[src/rtl/mrt_pkg.sv]
`timescale 1ns/1ps
package mrt_pkg;
  typedef enum logic [2:0] {
    K_LOAD = 3'd0, K_IFETCH = 3'd1, K_STORE = 3'd2, K_RMW_RD = 3'd3,
    K_RMW_WR = 3'd4, K_LCK_RD = 3'd5, K_LCK_WR = 3'd6
  } req_kind_e;

  typedef enum logic [1:0] {
    ST_OK = 2'd0, ST_ALIAS = 2'd1, ST_FULL = 2'd2, ST_SIZE = 2'd3
  } req_stat_e;

  function automatic logic kind_is_write(input logic [2:0] k);
    return !(k == K_LOAD || k == K_IFETCH);
  endfunction
endpackage

[src/rtl/mrt_cam.sv]
`timescale 1ns/1ps
module mrt_cam #(
  parameter int DEPTH  = 4,
  parameter int LINE_W = 12,
  parameter int ID_W   = 8,
  parameter int THRESH = 64,
  localparam int OCC_W = $clog2(DEPTH + 1)
) (
  input  logic              clk_i,
  input  logic              rst_ni,
  input  logic [LINE_W-1:0] look_line_i,
  output logic              look_hit_o,
  input  logic              alloc_i,
  input  logic [LINE_W-1:0] alloc_line_i,
  input  logic [ID_W-1:0]   alloc_id_i,
  input  logic              free_i,
  input  logic [LINE_W-1:0] free_line_i,
  output logic              free_hit_o,
  output logic [ID_W-1:0]   free_id_o,
  output logic              full_o,
  output logic [OCC_W-1:0]  count_o,
  output logic              old_o
);
  localparam int AGE_W = $clog2(THRESH + 1);

  logic [DEPTH-1:0]  vld_q, look_vec, free_vec, old_vec, alloc_sel;
  logic [LINE_W-1:0] line_q [DEPTH];
  logic [ID_W-1:0]   id_q   [DEPTH];
  logic [AGE_W-1:0]  age_q  [DEPTH];

  // lowest free slot takes the allocation
  always_comb begin
    logic found;
    found = 1'b0;
    alloc_sel = '0;
    for (int i = 0; i < DEPTH; i++) begin
      if (!vld_q[i] && !found) begin
        alloc_sel[i] = 1'b1;
        found = 1'b1;
      end
    end
  end

  for (genvar g = 0; g < DEPTH; g++) begin : g_ent
    assign look_vec[g] = vld_q[g] && (line_q[g] == look_line_i);
    assign free_vec[g] = vld_q[g] && (line_q[g] == free_line_i);
    assign old_vec[g]  = vld_q[g] && (age_q[g] >= AGE_W'(THRESH));

    always_ff @(posedge clk_i or negedge rst_ni) begin
      if (!rst_ni) begin
        vld_q[g]  <= 1'b0;
        line_q[g] <= '0;
        id_q[g]   <= '0;
        age_q[g]  <= '0;
      end else if (alloc_i && alloc_sel[g]) begin
        vld_q[g]  <= 1'b1;
        line_q[g] <= alloc_line_i;
        id_q[g]   <= alloc_id_i;
        age_q[g]  <= '0;
      end else begin
        if (free_i && free_vec[g]) vld_q[g] <= 1'b0;
        if (vld_q[g] && age_q[g] < AGE_W'(THRESH)) age_q[g] <= age_q[g] + 1'b1;
      end
    end
  end

  always_comb begin
    free_id_o = '0;
    count_o   = '0;
    for (int i = 0; i < DEPTH; i++) begin
      if (free_vec[i]) free_id_o = free_id_o | id_q[i];
      count_o = count_o + OCC_W'(vld_q[i]);
    end
  end

  assign look_hit_o = |look_vec;
  assign free_hit_o = |free_vec;
  assign full_o     = &vld_q;
  assign old_o      = |old_vec;
endmodule

[src/rtl/mrt_watchdog.sv]
`timescale 1ns/1ps
module mrt_watchdog #(
  parameter int THRESH = 64
) (
  input  logic clk_i,
  input  logic rst_ni,
  input  logic busy_i,
  input  logic any_old_i,
  output logic deadlock_o
);
  localparam int TMR_W = $clog2(THRESH);

  logic [TMR_W-1:0] tmr_q;
  logic             dl_q;
  logic             tick;

  assign tick = busy_i && (tmr_q == TMR_W'(THRESH - 1));

  always_ff @(posedge clk_i or negedge rst_ni) begin
    if (!rst_ni) begin
      tmr_q <= '0;
      dl_q  <= 1'b0;
    end else begin
      if (!busy_i || tick) tmr_q <= '0;
      else                 tmr_q <= tmr_q + 1'b1;
      if (tick && any_old_i) dl_q <= 1'b1;
    end
  end

  assign deadlock_o = dl_q;
endmodule

[src/rtl/mem_req_tracker.sv]
`timescale 1ns/1ps
module mem_req_tracker #(
  parameter int ADDR_W  = 16,
  parameter int OFF_W   = 4,
  parameter int LEN_W   = 5,
  parameter int DEPTH   = 4,
  parameter int MAX_OUT = 6,
  parameter int ID_W    = 8,
  parameter int STALL_W = 16,
  parameter int THRESH  = 64,
  localparam int LINE_W = ADDR_W - OFF_W,
  localparam int CNT_W  = $clog2(2 * DEPTH + 1)
) (
  input  logic               clk_i,
  input  logic               rst_ni,
  input  logic               req_valid_i,
  input  logic [2:0]         req_kind_i,
  input  logic [ADDR_W-1:0]  req_addr_i,
  input  logic [LEN_W-1:0]   req_len_i,
  output logic [1:0]         req_status_o,
  output logic [ID_W-1:0]    req_id_o,
  output logic               fwd_valid_o,
  output logic [2:0]         fwd_kind_o,
  output logic [LINE_W-1:0]  fwd_line_o,
  output logic [ID_W-1:0]    fwd_id_o,
  input  logic               cpl_valid_i,
  input  logic               cpl_write_i,
  input  logic [LINE_W-1:0]  cpl_line_i,
  output logic               cpl_done_o,
  output logic [ID_W-1:0]    cpl_id_o,
  output logic               proto_err_o,
  output logic [CNT_W-1:0]   inflight_o,
  output logic [STALL_W-1:0] stall_wr_rd_o,
  output logic [STALL_W-1:0] stall_wr_oth_o,
  output logic [STALL_W-1:0] stall_rd_wr_o,
  output logic [STALL_W-1:0] stall_rd_oth_o,
  output logic               deadlock_o
);
  import mrt_pkg::*;

  localparam int OCC_W = $clog2(DEPTH + 1);
  localparam int SUM_W = ((OFF_W + 1) > LEN_W ? (OFF_W + 1) : LEN_W) + 1;

  logic [LINE_W-1:0] req_line;
  logic              req_wr, size_bad, alias_hit, no_room, accept, free_ok;
  logic              hit_w, hit_r, full_w, full_r, fh_w, fh_r, old_w, old_r;
  logic [ID_W-1:0]   fid_w, fid_r;
  logic [OCC_W-1:0]  occ_w, occ_r;
  logic [SUM_W-1:0]  end_byte;
  req_stat_e         stat;

  logic [ID_W-1:0]    id_q;
  logic [CNT_W-1:0]   inflight_q;
  logic               fwd_v_q, done_q, perr_q;
  logic [2:0]         fwd_k_q;
  logic [LINE_W-1:0]  fwd_l_q;
  logic [ID_W-1:0]    fwd_id_q, cid_q;
  logic [STALL_W-1:0] st_wr_rd_q, st_wr_oth_q, st_rd_wr_q, st_rd_oth_q;

  assign req_line  = req_addr_i[ADDR_W-1:OFF_W];
  assign req_wr    = kind_is_write(req_kind_i);
  assign end_byte  = SUM_W'(req_addr_i[OFF_W-1:0]) + SUM_W'(req_len_i);
  assign size_bad  = end_byte > SUM_W'(1 << OFF_W);
  assign alias_hit = hit_w || hit_r;
  assign no_room   = (inflight_q >= CNT_W'(MAX_OUT)) || (req_wr ? full_w : full_r);

  always_comb begin
    if (size_bad)       stat = ST_SIZE;
    else if (alias_hit) stat = ST_ALIAS;
    else if (no_room)   stat = ST_FULL;
    else                stat = ST_OK;
  end

  assign accept  = req_valid_i && (stat == ST_OK);
  assign free_ok = cpl_valid_i && (cpl_write_i ? fh_w : fh_r);

  mrt_cam #(.DEPTH(DEPTH), .LINE_W(LINE_W), .ID_W(ID_W), .THRESH(THRESH)) u_cam_w (
    .clk_i, .rst_ni,
    .look_line_i (req_line),   .look_hit_o (hit_w),
    .alloc_i     (accept && req_wr), .alloc_line_i (req_line), .alloc_id_i (id_q),
    .free_i      (cpl_valid_i && cpl_write_i), .free_line_i (cpl_line_i),
    .free_hit_o  (fh_w), .free_id_o (fid_w),
    .full_o      (full_w), .count_o (occ_w), .old_o (old_w)
  );

  mrt_cam #(.DEPTH(DEPTH), .LINE_W(LINE_W), .ID_W(ID_W), .THRESH(THRESH)) u_cam_r (
    .clk_i, .rst_ni,
    .look_line_i (req_line),   .look_hit_o (hit_r),
    .alloc_i     (accept && !req_wr), .alloc_line_i (req_line), .alloc_id_i (id_q),
    .free_i      (cpl_valid_i && !cpl_write_i), .free_line_i (cpl_line_i),
    .free_hit_o  (fh_r), .free_id_o (fid_r),
    .full_o      (full_r), .count_o (occ_r), .old_o (old_r)
  );

  mrt_watchdog #(.THRESH(THRESH)) u_wdog (
    .clk_i, .rst_ni,
    .busy_i     (inflight_q != '0),
    .any_old_i  (old_w || old_r),
    .deadlock_o (deadlock_o)
  );

  always_ff @(posedge clk_i or negedge rst_ni) begin
    if (!rst_ni) begin
      id_q        <= '0;
      inflight_q  <= '0;
      fwd_v_q     <= 1'b0;
      fwd_k_q     <= '0;
      fwd_l_q     <= '0;
      fwd_id_q    <= '0;
      done_q      <= 1'b0;
      perr_q      <= 1'b0;
      cid_q       <= '0;
      st_wr_rd_q  <= '0;
      st_wr_oth_q <= '0;
      st_rd_wr_q  <= '0;
      st_rd_oth_q <= '0;
    end else begin
      fwd_v_q    <= accept;
      done_q     <= free_ok;
      perr_q     <= cpl_valid_i && !free_ok;
      inflight_q <= inflight_q + CNT_W'(accept) - CNT_W'(free_ok);
      if (accept) begin
        id_q     <= id_q + 1'b1;
        fwd_k_q  <= req_kind_i;
        fwd_l_q  <= req_line;
        fwd_id_q <= id_q;
      end
      if (free_ok) cid_q <= cpl_write_i ? fid_w : fid_r;
      if (req_valid_i && stat == ST_ALIAS) begin
        if (hit_w) begin
          if (req_kind_i == K_LOAD || req_kind_i == K_IFETCH || req_kind_i == K_RMW_RD)
            st_wr_rd_q <= st_wr_rd_q + 1'b1;
          else
            st_wr_oth_q <= st_wr_oth_q + 1'b1;
        end else begin
          if (req_kind_i == K_STORE || req_kind_i == K_RMW_WR)
            st_rd_wr_q <= st_rd_wr_q + 1'b1;
          else
            st_rd_oth_q <= st_rd_oth_q + 1'b1;
        end
      end
    end
  end

  assign req_status_o   = stat;
  assign req_id_o       = id_q;
  assign fwd_valid_o    = fwd_v_q;
  assign fwd_kind_o     = fwd_k_q;
  assign fwd_line_o     = fwd_l_q;
  assign fwd_id_o       = fwd_id_q;
  assign cpl_done_o     = done_q;
  assign cpl_id_o       = cid_q;
  assign proto_err_o    = perr_q;
  assign inflight_o     = inflight_q;
  assign stall_wr_rd_o  = st_wr_rd_q;
  assign stall_wr_oth_o = st_wr_oth_q;
  assign stall_rd_wr_o  = st_rd_wr_q;
  assign stall_rd_oth_o = st_rd_oth_q;
endmodule

[config.mk]
export PLATFORM = sky130hd
export DESIGN_NAME = mem_req_tracker
export DESIGN_NICKNAME = d
export VERILOG_FILES = /design/src/rtl/mrt_pkg.sv /design/src/rtl/mrt_cam.sv /design/src/rtl/mrt_watchdog.sv /design/src/rtl/mem_req_tracker.sv
export SDC_FILE = /design/constraint.sdc
export NUM_CORES = 1
export LEC_CHECK = 0
export BUFFER_PORTS_ARGS = -buffer_cell sky130_fd_sc_hd__buf_2
export CORE_UTILIZATION = 39
export DETAILED_ROUTE_END_ITERATION = 8
export PLACE_DENSITY_LB_ADDON = 0.15
export SETUP_SLACK_MARGIN = 0.3
export SYNTH_ARGS = -nofsm -noshare
export SYNTH_HDL_FRONTEND = slang
export SYNTH_SLANG_ARGS = --single-unit
[constraint.sdc]
create_clock -name clk_i -period 8.6 [get_ports clk_i]
set_input_delay 0 -clock clk_i [delete_from_list [all_inputs] [get_ports clk_i]]
set_output_delay 0 -clock clk_i [all_outputs]
set_load 0.005 [all_outputs]
* Word level (Yosys, flattened, before mapping)
Index checks and enable logic that the tools add are counted.
Cells by class: reductions and logical operators 116, multipliers 0, muxes and demuxes 59, $add $sub $neg 17, div/mod/pow operators 0, bitwise gates (word level) 9, equal/unequal tests 22, order comparisons 18, shift operators 0
Operators by type and width (count):
- 12-bit equality test | 16
- 7-bit 2-to-1 mux | 16
- 8-bit 2-to-1 mux | 9
- 16-bit by 1-bit adder with 16-bit output (second input constant) | 4
- 1-bit logical AND | 64
- 7-bit by 1-bit adder with 7-bit output (second input constant) | 8
- 7-bit >= comparator (second input constant) | 8
- 7-bit less-than comparator (second input constant) | 8
- 8-bit bitwise OR | 6
- 2-bit nonzero test | 16
- 1-bit 2-to-1 mux | 30
- 4-bit OR reduction | 6
- 1-bit zero test | 14
- 3-bit AND reduction | 4
- 8-bit by 1-bit adder with 8-bit output (second input constant) | 1
- 4-bit AND reduction | 2
- 1-bit logical OR | 7
- 4-bit by 5-bit adder with 6-bit output | 1
- 6-bit by 1-bit adder with 6-bit output (second input constant) | 1
- 3-bit by 2-bit equality test with 1-bit output (second input constant) | 2
- 6-bit equality test (second input constant) | 1
- 6-bit by 5-bit > comparator with 1-bit output (second input constant) | 1
- 2-bit 2-to-1 mux | 3
- 6-bit 2-to-1 mux | 1
- 10 further kinds | 12
Storage, ports and cells: memories 0, bits in read-only memories 0, memory bits (writable) 0, output and inout bits 113, logic and storage cells 288, register bits after elaboration 341, bits in latches 0

* Depth between registers and ports, before layout
depth after elaboration 12, mapped depth 16, mapped depth without buffers 13

* Cells and area by module
From an unflattened synthesis, not the netlist that was laid out.
Unflattened totals: cells, all modules 1824, area total of the unflattened synthesis 17389.2 um2
By module, submodules not included:
- mrt_cam | instances 2, cells an instance 667, sequential area each 2802.7 um2, area an instance 5889.4 um2
- mem_req_tracker | instances 1, cells an instance 460, sequential area each 2752.6 um2, area an instance 5302.6 um2
- mrt_watchdog | instances 1, cells an instance 30, sequential area each 175.2 um2, area an instance 307.8 um2

* Worst setup path after synthesis
OpenSTA, ideal clock, no wires.
path kind input port to flip-flop, start point in req_addr_i[0], end point reg inflight_q[3], in the netlist inflight_o[3], cell stages on the path 16, path buffers 3, required time 8.521 ns, path slack 5.345 ns, data arrival time 3.176 ns, path through ha_1 -> fa_1 -> xor2_1 -> nor4_1 -> mux2_2 -> o31a_2 -> nand4_4 -> buf_6 -> buf_2 -> buf_2 -> ha_1 -> inv_1 -> ha_1 -> a21o_1 -> a21oi_1 -> xor2_1
Between the ends: longest elaborated chain between the ends 7
Ends and longest elaborated chain:
- start: declaration | RTL line mem_req_tracker.sv:18 | input logic [ADDR_W-1:0] req_addr_i,
- 4-bit by 5-bit adder with 6-bit output | RTL line mem_req_tracker.sv:62 | assign end_byte = SUM_W'(req_addr_i[OFF_W-1:0]) + SUM_W'(req_len_i);
- 6-bit by 5-bit > comparator with 1-bit output | RTL line mem_req_tracker.sv:63 | assign size_bad = end_byte > SUM_W'(1 << OFF_W);
- 2-bit 2-to-1 mux | RTL line mem_req_tracker.sv:68 | if (size_bad) stat = ST_SIZE;
- 2-bit zero test | RTL line mem_req_tracker.sv:74 | assign accept = req_valid_i && (stat == ST_OK);
- 1-bit logical AND | RTL line mem_req_tracker.sv:74
- 4-bit by 1-bit adder with 4-bit output | RTL line mem_req_tracker.sv:121 | inflight_q <= inflight_q + CNT_W'(accept) - CNT_W'(free_ok);
- 4-bit by 1-bit subtractor with 4-bit output | RTL line mem_req_tracker.sv:121
- end signal: assignment | RTL line mem_req_tracker.sv:121
- end: declaration | RTL line mem_req_tracker.sv:53 | logic [CNT_W-1:0] inflight_q;
Every way passes these cells. A chain may end at the register's enable or synchronous reset.

* Worst setup path after layout
start point reg u_cam_w.vld_q[1], end point reg u_cam_r.id_q[22] (netlist name)
Between the ends: longest elaborated chain between the ends 10, elaborated cells on any way between the ends 13, classes of those cells mux: 4; reduce/logical: 9
Ends and longest elaborated chain:
- start: declaration | RTL line mrt_cam.sv:26 | logic [DEPTH-1:0] vld_q, look_vec, free_vec, old_vec, alloc_sel;
- start signal: indexed assignment | RTL line mrt_cam.sv:51 | vld_q[g] <= 1'b0;
- start signal: indexed assignment | RTL line mrt_cam.sv:56 | vld_q[g] <= 1'b1;
- start signal: indexed assignment | RTL line mrt_cam.sv:61 | if (free_i && free_vec[g]) vld_q[g] <= 1'b0;
- 4-bit AND reduction | RTL line mrt_cam.sv:78 | assign full_o = &vld_q;
- 1-bit 2-to-1 mux | RTL line mem_req_tracker.sv:65 | assign no_room = (inflight_q >= CNT_W'(MAX_OUT)) || (req_wr ? full_w : full_r);
- 1-bit logical OR | RTL line mem_req_tracker.sv:65
- 2-bit 2-to-1 mux | RTL line mem_req_tracker.sv:70 | else if (no_room) stat = ST_FULL;
- 2-bit 2-to-1 mux (*) | RTL line mem_req_tracker.sv:69 | else if (alias_hit) stat = ST_ALIAS;
- 2-bit 2-to-1 mux (*) | RTL line mem_req_tracker.sv:68
- 2-bit zero test (*) | RTL line mem_req_tracker.sv:74
- 1-bit logical AND (*) | RTL line mem_req_tracker.sv:74
- 1-bit logical AND (*) | RTL line mem_req_tracker.sv:89 | .alloc_i (accept && !req_wr), .alloc_line_i (req_line), .alloc_id_i (id_q),
- 1-bit logical AND (*) | RTL line mrt_cam.sv:55 | end else if (alloc_i && alloc_sel[g]) begin
- end signal: indexed assignment | RTL line mrt_cam.sv:58 | id_q[g] <= alloc_id_i;
- end: declaration | RTL line mrt_cam.sv:28 | logic [ID_W-1:0] id_q [DEPTH];
Every way passes the cells marked *; elsewhere a longest branch is shown, timed or not.

==> impl_metrics.yaml <==
outcome:
  run_status: "complete, no violations"
setup_path:
  worstPathMaxFanout: 50
  worstRegToRegCells: 7
  regToRegSetupSlack_ns: 4.63
  cp_slowest_stage_delay_ns: 0.90
  worstReg2RegEnd: "u_cam_r.id_q[22]$_DFFE_PN0P_"
  cp-end-kind: "register"
  critical-path-slowest-cell: "sky130_fd_sc_hd__or3_1"
  crit_path_cell_trace: "nand2_1 -> nor4_1 -> nor4_4 -> nand4_4 -> buf_4 -> or3_1 -> mux2_2"
  cp-start-kind: "register"
  worst-endpoint-arrival_ns: 4.40
  worst-endpoint-required_ns: 9.03
  r2r_start: "u_cam_w.vld_q[1]$_DFFE_PN0P_"
  criticalPathCategory: "reg -> reg"
timing:
  report.final.setup_viol: 0
  worst-slew-pin-transition_ns: 1.15
  achievable_freq_ghz: 0.252
  period_needed_ns: 3.97
  relSlewSlack: 0.229
  rsz0062_at_grt: "false"
  fin_skew_ns: 0.0174
  report.final.slew_viol_count: 0
  layout_worst_path_cycle_share: 0.462
  fin_tns_setup_ns: 0
  report.final.hold_viol_count: 0
clock_network:
  clock_path_buffers: 3
  clk_transition_reported_paths_ns: 0.06
  clock-root-buffer: "sky130_fd_sc_hd__clkbuf_16"
  clock_tree.htree_level_count: 2
  cts-resized-gates: 0
  cts_tree: "yes"
  clk-insertion-delay-late_ns: 0.56
  numCtsBuffers: 41
  clock-sinks: 341
  postCtsSetupRepairBufs: 0
  cts.hold.buffers_added: 7
floorplan:
  placement_rows: 76
  chipWidth_um: 213
  die_h_um: 213
  core_region_area_um2: 43500
  initial_core_util: 0.398
  die_area_um2: 45200
  io-pin-count: 154
global_routing:
  grt_first_pass_wirelength_um: 68600
  grt_use_met3: 0.0340
  grt_util_met1: 0.275
  global_route.overflow_total: 0
  gr-max-usage-layer: "met2"
  grt_usage: 0.199
  grt_max_degree: 152
  antenna_found_initial: 0
  first_global_vias: 11700
  global_route_track_usage_on_met2: 0.317
synthesis:
  postSynthNetCount: 1519
  synthCells: 1452
  synth_area_leader_cell: "sky130_fd_sc_hd__dfrtp_1"
  synth_edf_count: 0
  postSynth.asyncResetShare: 1.00
  synth.most_common_cell: "sky130_fd_sc_hd__dfrtp_1"
  ys_warn_count: 0
  synth.avg_cell_area_um2: 11.9
  predominant_post_synthesis_flop_cell: "sky130_fd_sc_hd__dfrtp_1"
  synth_seq_area_share: 0.493
  synth_largest_type_area_fraction: 0.493
  synth-seq-cells: 341
  yosysUniqueCellTypes: 54
  netlist_top_cells_count: "sky130_fd_sc_hd__dfrtp_1, sky130_fd_sc_hd__xnor2_1, sky130_fd_sc_hd__mux2_2"
  synthTopCellsByArea: "sky130_fd_sc_hd__dfrtp_1, sky130_fd_sc_hd__xnor2_1, sky130_fd_sc_hd__mux2_2, sky130_fd_sc_hd__nand4_1, sky130_fd_sc_hd__xor2_1"
  synthesis.area_um2: 17300
finish:
  final_area_um2: 19900
  diodes: 0
  layout-area-overhead-vs-synth_pct: 15.1
  fin_nets: 1655
  postLayoutCoreUtil: 0.459
  nFillCells: 4046
  drive_above_1_share: 0.272
job:
  max_cap_viols: 0
worst_hold_path:
  min_path_type: "in -> async"
placed_design:
  detailed_place.area_um2: 18500
  place.gp.congestion: 0.769
  hpwl_um: 28200
  port_buffers: 153
routing:
  detail_route.vias_per_cell: 5.21
  drt-total-wl_um: 43800
  dr.first_iter.drc_count: 593
  drt.antenna.violating_nets: 0
  drt_first_pass_iters: 5
  dr_total_vias: 11500
  drc_errors: 0
  route.detailed.wl_per_inst_um: 19.9
power_and_ir_drop:
  vdd_drop_max_v: 0.000115
  power-per-cell-area_nw_per_um2: 178
  static_leak_nw: 9.08
metal layers:
| metal | vias to the layer above | wire length (um) | share of wire |
|---|---|---|---|
| li1 | 5352 | - | - |
| met1 | 5833 | 20400 | 0.46 |
| met2 | 243 | 20400 | 0.47 |
| met3 | 64 | 2120 | 0.048 |
| met4 | 0 | 925 | 0.021 |
| met5 | - | 0 | 0 |
logic make-up (layout without fill, tap and decap cells):
logic type	Yosys count	in the layout	synth area share
multiplexers	209	209	0.139
buffers and inverters	105	273	0.0346
AND/OR/NAND/NOR	390	390	0.126
AO/OA/AOI/OAI	80	80	0.0348
adder cells (fa/ha/maj)	26	26	0.0197
flip-flops	341	341	0.493
XOR/XNOR	301	301	0.152
state kept, by name, summed over array words and instances (netlist names), 4 cells and up:
signal / count
fwd_line_o: 12
stall_rd_oth_o: 16
cpl_id_o: 8
u_cam_w.id_q: 32
u_cam_r.age_q: 28
stall_wr_oth_o: 16
stall_rd_wr_o: 16
u_cam_r.line_q: 48
req_id_o: 8
u_cam_r.id_q: 32
inflight_o: 4
u_cam_w.age_q: 28
stall_wr_rd_o: 16
u_wdog.tmr_q: 6
u_cam_r.vld_q: 4
fwd_id_o: 8
u_cam_w.vld_q: 4
u_cam_w.line_q: 48
per-stage QoR:
stage	power, mW	std cells	worst slack [ns]	hold slack, ns
after floorplan	1.73	1452	5.35	-0.296
after global placement	1.80	2123	4.57	0.153
after detailed placement	1.80	2123	4.52	0.151
after CTS	3.62	2205	4.58	0.0515
after global routing	3.68	2205	4.39	0.0780
final	3.55	2205	4.63	0.0732
cells in the final DEF (no fill, tap or decap), types with 4 or more instances in the layout:
cell type and count:
sky130_fd_sc_hd__mux2_1 17, sky130_fd_sc_hd__o21ai_0 11, sky130_fd_sc_hd__nor3_1 13, sky130_fd_sc_hd__mux2i_1 14
sky130_fd_sc_hd__or3_1 6, sky130_fd_sc_hd__mux2_4 21, sky130_fd_sc_hd__nor4_2 8, sky130_fd_sc_hd__clkinv_2 10
sky130_fd_sc_hd__nand2_1 83, sky130_fd_sc_hd__nand4_1 74, sky130_fd_sc_hd__and2_1 6, sky130_fd_sc_hd__nor4_1 17
sky130_fd_sc_hd__clkbuf_8 7, sky130_fd_sc_hd__clkbuf_16 43, sky130_fd_sc_hd__nand2b_1 4, sky130_fd_sc_hd__buf_2 152
sky130_fd_sc_hd__nor4_4 7, sky130_fd_sc_hd__nand3_1 56, sky130_fd_sc_hd__a21o_1 7, sky130_fd_sc_hd__ha_1 24
sky130_fd_sc_hd__buf_4 18, sky130_fd_sc_hd__a22o_1 16, sky130_fd_sc_hd__xnor2_1 250, sky130_fd_sc_hd__dlygate4sd3_1 7
sky130_fd_sc_hd__a21oi_1 8, sky130_fd_sc_hd__xor2_1 51, sky130_fd_sc_hd__a22oi_1 4, sky130_fd_sc_hd__mux2_2 157
sky130_fd_sc_hd__and3_1 24, sky130_fd_sc_hd__clkbuf_1 9, sky130_fd_sc_hd__nor2b_1 11, sky130_fd_sc_hd__dfrtp_1 341
sky130_fd_sc_hd__bufinv_16 4, sky130_fd_sc_hd__nor2_1 67, sky130_fd_sc_hd__inv_1 19, sky130_fd_sc_hd__a221oi_1 16
report_power, final:
part / switching (mW) / total (mW) / internal [mW]
combinational: 0.111 / 0.161 / 0.0498
sequential: 0.0000548 / 1.61 / 1.61
clock: 0.692 / 1.79 / 1.09
total: 0.803 / 3.55 / 2.75
how the worst max path moves through the flow:
| stage | startpoint | to | slack [ns] |
|---|---|---|---|
| 2_1_floorplan | req_addr_i[0] | inflight_o[3]$_DFF_PN0_ | 5.35 |
| 5_1_grt | u_cam_w.vld_q[1]$_DFFE_PN0P_ | u_cam_r.line_q[25]$_DFFE_PN0P_ | 4.39 |
| 3_5_place_dp | req_addr_i[9] | u_cam_r.id_q[22]$_DFFE_PN0P_ | 4.52 |
| 4_1_cts | u_cam_w.vld_q[1]$_DFFE_PN0P_ | u_cam_r.line_q[33]$_DFFE_PN0P_ | 4.58 |
| 6_report | u_cam_w.vld_q[1]$_DFFE_PN0P_ | u_cam_r.id_q[22]$_DFFE_PN0P_ | 4.63 |
| 3_3_place_gp | req_addr_i[10] | u_cam_r.id_q[18]$_DFFE_PN0P_ | 4.57 |
critical path: cells and delay by family (launching register included):
| family | cells | cell delay (ns) |
|---|---|---|
| simple gates | 5 | 2.09 |
| flops | 1 | 0.65 |
| buf+inv | 1 | 0.62 |
| mux | 1 | 0.42 |
final cells by class:
class / count / area, um^2 / share of cell area
Tap cell: 585 / 732 / 0.0367
Multi-Input combinational cell: 1006 / 8200 / 0.411
Sequential cell: 341 / 8530 / 0.428
Clock buffer: 59 / 1210 / 0.0605
Inverter: 19 / 71.3 / 0.00358
Clock inverter: 16 / 186 / 0.00936
Timing Repair Buffer: 179 / 1000 / 0.0502
Note: power is estimated with default switching activity, not from simulation.
